==> src/rtl/ptmr_pkg.sv <==
// Package: shared address map, bit positions and write-decode type for the
// periodic timer. Assumes byte addressing with word-aligned registers.
package ptmr_pkg;

    localparam int ADDR_W       = 8;

    localparam logic [ADDR_W-1:0] ADDR_MASK  = 8'h10;
    localparam logic [ADDR_W-1:0] ADDR_RAW   = 8'h14;
    localparam logic [ADDR_W-1:0] ADDR_MSKD  = 8'h18;
    localparam logic [ADDR_W-1:0] ADDR_CLR   = 8'h1C;
    localparam logic [ADDR_W-1:0] ADDR_COUNT = 8'h20;
    localparam logic [ADDR_W-1:0] ADDR_LOAD  = 8'h24;
    localparam logic [ADDR_W-1:0] ADDR_CTRL  = 8'h28;

    localparam int BIT_PER      = 1;   // periodic bit in status group
    localparam int CTRL_SELF    = 0;   // self-start, tied off
    localparam int CTRL_EN      = 1;   // run enable
    localparam int CTRL_ERR     = 2;   // sticky rejected-load flag

    typedef struct packed {
        logic mask;
        logic clr;
        logic ctrl;
        logic load;
    } wr_dec_t;

endpackage

==> src/rtl/ptmr_regif.sv <==
// Register interface: decodes the single write port into per-register
// strobes and multiplexes the read port. Assumes at most one write per cycle.
module ptmr_regif
    import ptmr_pkg::*;
#(
    parameter int CNT_W  = 16,
    parameter int DATA_W = 32
) (
    input  logic                wr_en,
    input  logic [ADDR_W-1:0]   wr_addr,
    input  logic [ADDR_W-1:0]   rd_addr,
    input  logic                en_q,
    input  logic                err_q,
    input  logic [CNT_W-1:0]    load_q,
    input  logic [CNT_W-1:0]    count_q,
    input  logic                raw_q,
    input  logic                mask_q,
    output wr_dec_t             dec,
    output logic [DATA_W-1:0]   rd_data
);

    logic [DATA_W-1:0] count_ext;
    logic [DATA_W-1:0] load_ext;

    // Width adaptation of counter-sized fields onto the data bus.
    generate
        if (CNT_W < DATA_W) begin : g_pad
            assign count_ext = {{(DATA_W-CNT_W){1'b0}}, count_q};
            assign load_ext  = {{(DATA_W-CNT_W){1'b0}}, load_q};
        end else begin : g_trim
            assign count_ext = count_q[DATA_W-1:0];
            assign load_ext  = load_q[DATA_W-1:0];
        end
    endgenerate

    // Write strobe decode.
    always_comb begin
        dec.mask = wr_en && (wr_addr == ADDR_MASK);
        dec.clr  = wr_en && (wr_addr == ADDR_CLR);
        dec.ctrl = wr_en && (wr_addr == ADDR_CTRL);
        dec.load = wr_en && (wr_addr == ADDR_LOAD);
    end

    // Read multiplexer; unmapped and write-only addresses return zero.
    always_comb begin
        rd_data = '0;
        unique case (rd_addr)
            ADDR_MASK:  rd_data[BIT_PER] = mask_q;
            ADDR_RAW:   rd_data[BIT_PER] = raw_q;
            ADDR_MSKD:  rd_data[BIT_PER] = raw_q & mask_q;
            ADDR_COUNT: rd_data = count_ext;
            ADDR_LOAD:  rd_data = load_ext;
            ADDR_CTRL: begin
                rd_data[CTRL_EN]  = en_q;
                rd_data[CTRL_ERR] = err_q;
            end
            default:    rd_data = '0;
        endcase
    end

endmodule

==> src/rtl/ptmr_ctrl.sv <==
// Control and reload register: holds the run enable, the sticky error bit
// and the reload value. Locks the reload value while running and produces
// the start pulse and the effective (never zero) reload value.
module ptmr_ctrl
    import ptmr_pkg::*;
#(
    parameter int CNT_W  = 16,
    parameter int DATA_W = 32
) (
    input  logic                clk,
    input  logic                rst_n,
    input  wr_dec_t             dec,
    input  logic [DATA_W-1:0]   wr_data,
    output logic                en_q,
    output logic                err_q,
    output logic [CNT_W-1:0]    load_q,
    output logic                start,
    output logic [CNT_W-1:0]    reload_val
);

    // Start only on a disabled-to-enabled control write.
    assign start      = dec.ctrl && wr_data[CTRL_EN] && !en_q;
    // Zero reload behaves as one.
    assign reload_val = (load_q == '0) ? CNT_W'(1) : load_q;

    // Run enable follows control writes.
    always_ff @(posedge clk) begin
        if (!rst_n)        en_q <= 1'b0;
        else if (dec.ctrl) en_q <= wr_data[CTRL_EN];
    end

    // Reload value accepted only while stopped.
    always_ff @(posedge clk) begin
        if (!rst_n)                 load_q <= '0;
        else if (dec.load && !en_q) load_q <= wr_data[CNT_W-1:0];
    end

    // Sticky error: set by a rejected reload write, cleared by control bit 2.
    always_ff @(posedge clk) begin
        if (!rst_n)                                  err_q <= 1'b0;
        else if (dec.load && en_q)                   err_q <= 1'b1;
        else if (dec.ctrl && wr_data[CTRL_ERR])      err_q <= 1'b0;
    end

endmodule

==> src/rtl/ptmr_count.sv <==
// Down counter: loads on start, steps on reference ticks while enabled,
// and reloads on expiry. Assumes reload_val is never zero.
module ptmr_count #(
    parameter int CNT_W = 16
) (
    input  logic                clk,
    input  logic                rst_n,
    input  logic                tick,
    input  logic                en_q,
    input  logic                start,
    input  logic [CNT_W-1:0]    reload_val,
    output logic [CNT_W-1:0]    count_q,
    output logic                expire
);

    logic at_end;

    assign at_end = (count_q <= CNT_W'(1));
    // Expiry: enabled tick at the last count, not overridden by a start.
    assign expire = en_q && tick && !start && at_end;

    // Count register update.
    always_ff @(posedge clk) begin
        if (!rst_n)              count_q <= '0;
        else if (start)          count_q <= reload_val;
        else if (en_q && tick)   count_q <= at_end ? reload_val : count_q - CNT_W'(1);
    end

endmodule

==> src/rtl/ptmr_irq.sv <==
// Interrupt status for the periodic source: raw flag, mask bit and
// write-one-to-clear. A same-cycle expiry wins over a clear.
module ptmr_irq
    import ptmr_pkg::*;
#(
    parameter int DATA_W = 32
) (
    input  logic                clk,
    input  logic                rst_n,
    input  wr_dec_t             dec,
    input  logic [DATA_W-1:0]   wr_data,
    input  logic                expire,
    output logic                raw_q,
    output logic                mask_q,
    output logic                irq
);

    assign irq = raw_q & mask_q;

    // Raw flag: set on expiry, cleared by writing one to its clear bit.
    always_ff @(posedge clk) begin
        if (!rst_n)                              raw_q <= 1'b0;
        else if (expire)                         raw_q <= 1'b1;
        else if (dec.clr && wr_data[BIT_PER])    raw_q <= 1'b0;
    end

    // Mask bit register.
    always_ff @(posedge clk) begin
        if (!rst_n)        mask_q <= 1'b0;
        else if (dec.mask) mask_q <= wr_data[BIT_PER];
    end

endmodule

==> src/rtl/ptmr_top.sv <==
// Periodic interrupt timer top: joins register interface, control,
// counter and interrupt status. Assumes tick_en is one cycle wide per
// reference period and CNT_W does not exceed DATA_W.
module ptmr_top
    import ptmr_pkg::*;
#(
    parameter int CNT_W  = 16,
    parameter int DATA_W = 32
) (
    input  logic                clk,
    input  logic                rst_n,
    input  logic                tick_en,
    input  logic                wr_en,
    input  logic [7:0]          wr_addr,
    input  logic [DATA_W-1:0]   wr_data,
    input  logic [7:0]          rd_addr,
    output logic [DATA_W-1:0]   rd_data,
    output logic                irq
);

    wr_dec_t            dec;
    logic               en_q;
    logic               err_q;
    logic [CNT_W-1:0]   load_q;
    logic               start;
    logic [CNT_W-1:0]   reload_val;
    logic [CNT_W-1:0]   count_q;
    logic               expire;
    logic               raw_q;
    logic               mask_q;

    ptmr_regif #(.CNT_W(CNT_W), .DATA_W(DATA_W)) u_regif (
        .wr_en   (wr_en),
        .wr_addr (wr_addr),
        .rd_addr (rd_addr),
        .en_q    (en_q),
        .err_q   (err_q),
        .load_q  (load_q),
        .count_q (count_q),
        .raw_q   (raw_q),
        .mask_q  (mask_q),
        .dec     (dec),
        .rd_data (rd_data)
    );

    ptmr_ctrl #(.CNT_W(CNT_W), .DATA_W(DATA_W)) u_ctrl (
        .clk        (clk),
        .rst_n      (rst_n),
        .dec        (dec),
        .wr_data    (wr_data),
        .en_q       (en_q),
        .err_q      (err_q),
        .load_q     (load_q),
        .start      (start),
        .reload_val (reload_val)
    );

    ptmr_count #(.CNT_W(CNT_W)) u_count (
        .clk        (clk),
        .rst_n      (rst_n),
        .tick       (tick_en),
        .en_q       (en_q),
        .start      (start),
        .reload_val (reload_val),
        .count_q    (count_q),
        .expire     (expire)
    );

    ptmr_irq #(.DATA_W(DATA_W)) u_irq (
        .clk     (clk),
        .rst_n   (rst_n),
        .dec     (dec),
        .wr_data (wr_data),
        .expire  (expire),
        .raw_q   (raw_q),
        .mask_q  (mask_q),
        .irq     (irq)
    );

endmodule

==> config.mk <==
export PLATFORM = sky130hd
export DESIGN_NAME = ptmr_top
export DESIGN_NICKNAME = d
export VERILOG_FILES = /design/src/rtl/ptmr_pkg.sv /design/src/rtl/ptmr_regif.sv /design/src/rtl/ptmr_ctrl.sv /design/src/rtl/ptmr_count.sv /design/src/rtl/ptmr_irq.sv /design/src/rtl/ptmr_top.sv
export SDC_FILE = /design/constraint.sdc
export NUM_CORES = 1
export LEC_CHECK = 0
export BUFFER_PORTS_ARGS = -buffer_cell sky130_fd_sc_hd__buf_2
export CAP_MARGIN = 20
export CORE_ASPECT_RATIO = 1.2
export CORE_MARGIN = 2
export CORE_UTILIZATION = 31
export CTS_CLUSTER_DIAMETER = 200
export DETAILED_ROUTE_END_ITERATION = 10
export PLACE_DENSITY = 0.51
export SLEW_MARGIN = 10
export SYNTH_ARGS = -nofsm -noshare
export SYNTH_HDL_FRONTEND = slang
export SYNTH_HIERARCHICAL = 1
export SYNTH_SLANG_ARGS = --single-unit
==> constraint.sdc <==
create_clock -name clk -period 2.3 [get_ports clk]
set_input_delay 0.345 -clock clk [delete_from_list [all_inputs] [get_ports clk]]
set_output_delay 0.345 -clock clk [all_outputs]
set_load 0.1 [all_outputs]
Yosys cells after proc, flatten, opt, wreduce, memory -nomap -nowiden
Cells that the tools add are included.
- output and inout port bits: 33
- input port bits: 52
- register bits after elaboration: 36
- logic and storage cells: 50
- $add $sub $neg: 1
- bitwise logic cells: 1
- reduce and logical (&&, ||, !) cells: 19
- multiplexer cells: 12
- eq/ne operators: 10
- $lt $le $gt $ge: 1
- operators with widths (cell ; number):
    two-way mux 16 bit ; 4
    == test 8 x 5 -> 1 bit (second input constant) ; 5
    == test 8 x 6 -> 1 bit (second input constant) ; 5
    one-hot mux 13 bit (2 select lines) ; 1
    <= comparator 16 x 1 -> 1 bit (second input constant) ; 1
    logical NOT 16 bit ; 1
    subtractor 16 x 1 -> 16 bit (second input constant) ; 1
    logical AND 1 bit ; 13
    one-hot mux 1 bit (6 select lines) ; 1
    nonzero test 2 bit ; 3
    two-way mux 1 bit ; 4
    one-hot mux 1 bit (3 select lines) ; 1
    logical NOT 1 bit ; 2
    one-hot mux 1 bit (2 select lines) ; 1
    AND 1 bit ; 1

Logic depth before layout (Yosys ltp)
- depth in word-level cells: 8
- mapped depth: 10
- depth with buffers taken out: 10

Modules after synthesis
Netlist, hierarchy kept.
- modules (own cells, without submodules) (module ; sequential area each (µm²) ; cells each ; instances ; area an instance (µm²)):
    ptmr_count ; 320.3 ; 151 ; 1 ; 1148.6
    ptmr_ctrl ; 360.3 ; 100 ; 1 ; 820.8
    ptmr_regif ; 0.0 ; 96 ; 1 ; 758.2
    ptmr_irq ; 40.0 ; 8 ; 1 ; 77.6

Worst setup path after synthesis
No wires, ideal clock.
- kind: in2out
- start: input port rd_addr[1]
- end: output port rd_data[8]
- buffers on the path: 1
- required time: 1.955 ns
- slack: -0.553 ns
- data arrival time: 2.508 ns
- stages: 4
- path through: nor4_4 > buf_4 > nand4bb_1 > a21oi_1
- longest elaborated chain between the ends: 2
- elaborated cells on any way between the ends: 3
- those cells by class: eq/ne (2); mux (1)
- ends and longest elaborated chain (element ; line ; text):
    from (decl) ; ptmr_top.sv:16 ; input logic [7:0] rd_addr,
    == test 8 x 6 -> 1 bit ; ptmr_regif.sv:47 ; unique case (rd_addr)
    one-hot mux 13 bit (2 select lines) (*) ; ptmr_regif.sv:47 ;
    to (decl) ; ptmr_top.sv:17 ; output logic [DATA_W-1:0] rd_data,
Every way passes the cells marked *; elsewhere a longest branch is shown, timed or not.

Worst setup path after layout
- start: register u_count.count_q[0]
- end: register u_count.count_q[12]
- longest elaborated chain between the ends: 4
- elaborated cells on any way between the ends: 5
- those cells by class: add/sub (1); order compare (1); mux (3)
- ends and longest elaborated chain (element ; line ; text):
    from (decl) ; ptmr_count.sv:12 ; output logic [CNT_W-1:0] count_q,
    from (signal assigned) ; ptmr_count.sv:25 ; else if (start) count_q <= reload_val;
    from (signal assigned) ; ptmr_count.sv:26 ; else if (en_q && tick) count_q <= at_end ? reload_val : count_q - CNT_W'(1);
    subtractor 16 x 1 -> 16 bit / <= comparator 16 x 1 -> 1 bit (equally long branches) ; ptmr_count.sv:26, ptmr_count.sv:18 ;
    two-way mux 16 bit (*) (2 in a row) ; ptmr_count.sv:26 ;
    two-way mux 16 bit (*) ; ptmr_count.sv:25 ;
Every way passes the cells marked *; elsewhere a longest branch is shown, timed or not. The select of a mux whose other input is x is not followed.
A chain may end at the register's enable or synchronous reset.

==> metrics.cfg <==
[clocking]
numClockSinks=36
root_buffer=clkbuf_8
cts.clk_slew.worst_paths_ns=0.08
cts-resized-gates=0
clk_latency_ns=0.29
post_cts_buffers=0
htreeDepth=2
cts_made_buffers=5
cts_hold_buffers=0
cts.path.max_buffers=2
cts_tree=done

[final_layout]
area_growth_pct=27.9
fin_nets=455
drive_above_1_share_pct=31.6
antenna_cells=0
final_cells=522

[worst_setup_path]
crit_type=reg -> reg
crit_arrival_ns=2.36
cp-end-kind=flop
reg2reg_slack_ns=0.17
startpoint_type=flop
cp_max_fo=5
rr_endpoint=u_count/count_q[12]
reg2regPathDepth=7
r2r_start=u_count/count_q[0]
required_ns=2.52

[min_path]
hold_path.class=in -> reg
min_path_cells=3
min_to=u_ctrl/load_q[4]
min_from=wr_data[4]

[pwr]
pwr-share-clk_pct=39.8
power.internal_w=0.000998
p_leak_nw=1.23
p_seq_share_pct=43.9
p_sw_share_pct=29.8
vdd_drop_max_mv=0.379
p_switching_w=0.000424
power_density_nw_per_um2=396
combPwrFrac_pct=16.3

[die]
die-area_sq_um=9830
die_w_um=90.8
row_count=38
design.core.area_sq_um=8940
initial_utilization_pct=31.4
die_y_um=108
io_pins=85

[timing]
hold_ws_ns=0.298
fin_worst_skew_ns=0.00730
worstMarginPinSlew_ns=0.624
max_freq_mhz=469
fin_crit_sh_pct=92.7
max_slew_margin_pct=58.4
rsz0062_at_grt=no
post-route-min-period_ns=2.13
finalSetupTns_ns=0
setup_viol=0
hold_viol=0
slew_viol_final=0

[logic_synthesis]
async_flop_share_pct=0
synth_area_leaders=dfxtp_1, nand2_1, nand4bb_1, buf_4, a21boi_2
synthCells=355
synth_edf_count=0
syn_area_sq_um=2810
synth_top_cell_by_area=dfxtp_1
syn_avg_cell_area_sq_um=7.90
synthFlopType=dfxtp_1
yosysTopAreaCellShare_pct=25.7
yosysSeqAreaShare_pct=25.7
synth.distinct_cells=59
yosys_warnings=6
synth_seq_cells=36

[place]
hpwl_mm=6.21
io_buffers=52
gp_congestion=0.893
dp_cells=514

[global_route]
grt_antenna_before_repair=0
track_usage_pct=16.9
met1_usage_pct=21.5
grt_overflow=0
grt.busiest_layer=met2
grt_pass1_vias=2570
grt.met2_usage_pct=29.3
grt_max_degree=33
grt_pass1_wl_mm=13.2
met3_usage_pct=2.65

[routing]
wirelength_mm=8.19
routedWlPerCell_um=15.7
drc=0
dr.pass1.iters=5
vias=2708
drt-initial-drc-count=210
vias_per_cell=5.19
ant_nets=0

[run_status]
status=completed

[run]
max-cap-violations=0

-- sequential cells by signal, summed over array words and instances (netlist names) --
| name | count |
|---|---|
| u_count/count_q | 16 |
| u_ctrl/en_q | 1 |
| u_ctrl/err_q | 1 |
| u_ctrl/load_q | 16 |
| u_irq/mask_q | 1 |
| u_irq/raw_q | 1 |
-- how the worst max path moves through the flow --
stage               slack, ns                from                   to  depth (start not counted)
floorplan                0.05          rd_addr[1]           rd_data[8]                          4
global placement         0.16          wr_addr[4]   u_count/count_q[8]                         11
detailed placement       0.14          wr_addr[4]   u_count/count_q[1]                         11
CTS                      0.18  u_count/count_q[0]  u_count/count_q[12]                          7
global route             0.06  u_count/count_q[9]   u_count/count_q[8]                          6
finish                   0.17  u_count/count_q[0]  u_count/count_q[12]                          7
-- synth_stat cells (all sizes together) (2+ instances only) --
library cell	number
ha	2
nor4	7
and2	4
or3	3
and3	2
a21boi	17
buf	30
nand2	53
nand4	3
o21a	3
a21oi	29
o32ai	3
nor3	12
dfxtp	36
clkbuf	21
a31oi	8
nand4bb	14
nor2b	6
mux2i	4
inv	9
nand3	22
nand3b	5
a311oi	2
nand2b	4
o41ai	2
or4	3
o21ai	11
a211oi	3
nor2	20
-- cells by family (layout without fill, tap and decap cells) --
kind of cell	Yosys count	count (layout)	share of synthesized area, %
compound gates	91	91	24.3
buf+inv	60	92	12.8
simple gates	160	160	34.3
mux	5	5	1.83
flops	36	36	25.7
other cells	1	16	0.134
fa+ha+maj	2	2	0.892
-- critical path, cell delays in order (launching register included) --
cell      delay, ns
dfxtp_1        0.41
inv_1          0.10
ha_1           0.22
o21bai_1       0.31
nor3_4         0.11
and2_2         0.25
or4_1          0.51
a31oi_1        0.16
-- power groups by stage --
stage | clock network [W] | logic (W) | registers, W
detailed placement | 0 | 0.000232 | 0.000639
CTS | 0.000578 | 0.000232 | 0.000624
global placement | 0 | 0.000231 | 0.000639
finish | 0.000566 | 0.000232 | 0.000624
global route | 0.000605 | 0.000243 | 0.000624
floorplan | 0 | 0.000196 | 0.000639
-- routing by layer --
layer,up-vias,routed length [um]
met5,-,0
met4,0,153
met3,11,388
met2,82,4070
met1,1279,3580
li1,1336,-
-- final cells by class --
cell class	instances	area (sq um)
clock buffers	5	68.8
flip-flops and latches	36	721
clock inverters	3	42.5
repair buffers	75	698
fillers	967	5350
well taps	120	150
inverters	9	33.8
multi-input cells	274	1870
-- metrics by stage --
stage / instance area, sq um / worst slack [ns] / total power, W / utilization [%]
after floorplan: 2960 / 0.0476 / 0.000835 / -
after global placement: 3480 / 0.162 / 0.000870 / 38.9
after detailed placement: 3480 / 0.141 / 0.000871 / 38.9
after CTS: 3590 / 0.176 / 0.00143 / 40.1
after global routing: 3590 / 0.0643 / 0.00147 / 40.1
final: 3590 / 0.167 / 0.00142 / 40.1
-- layout by cell type (no fill, tap or decap), types with 8 or more instances in the layout --
cell / netlist / layout
dfxtp_1: 36 / 36
a21boi_2: 10 / 10
a21oi_1: 18 / 13
nand3_2: 9 / 9
buf_12: 1 / 18
inv_1: 9 / 9
nand4bb_1: 14 / 14
nand3_1: 13 / 13
buf_2: 4 / 36
nor3_1: 10 / 10
a31oi_1: 8 / 8
a21oi_4: 0 / 10
nor2_1: 20 / 20
o21ai_0: 10 / 10
buf_4: 20 / 21
nand2_1: 53 / 53
conb_1: 1 / 16
Power figures use the tool's default switching activity.
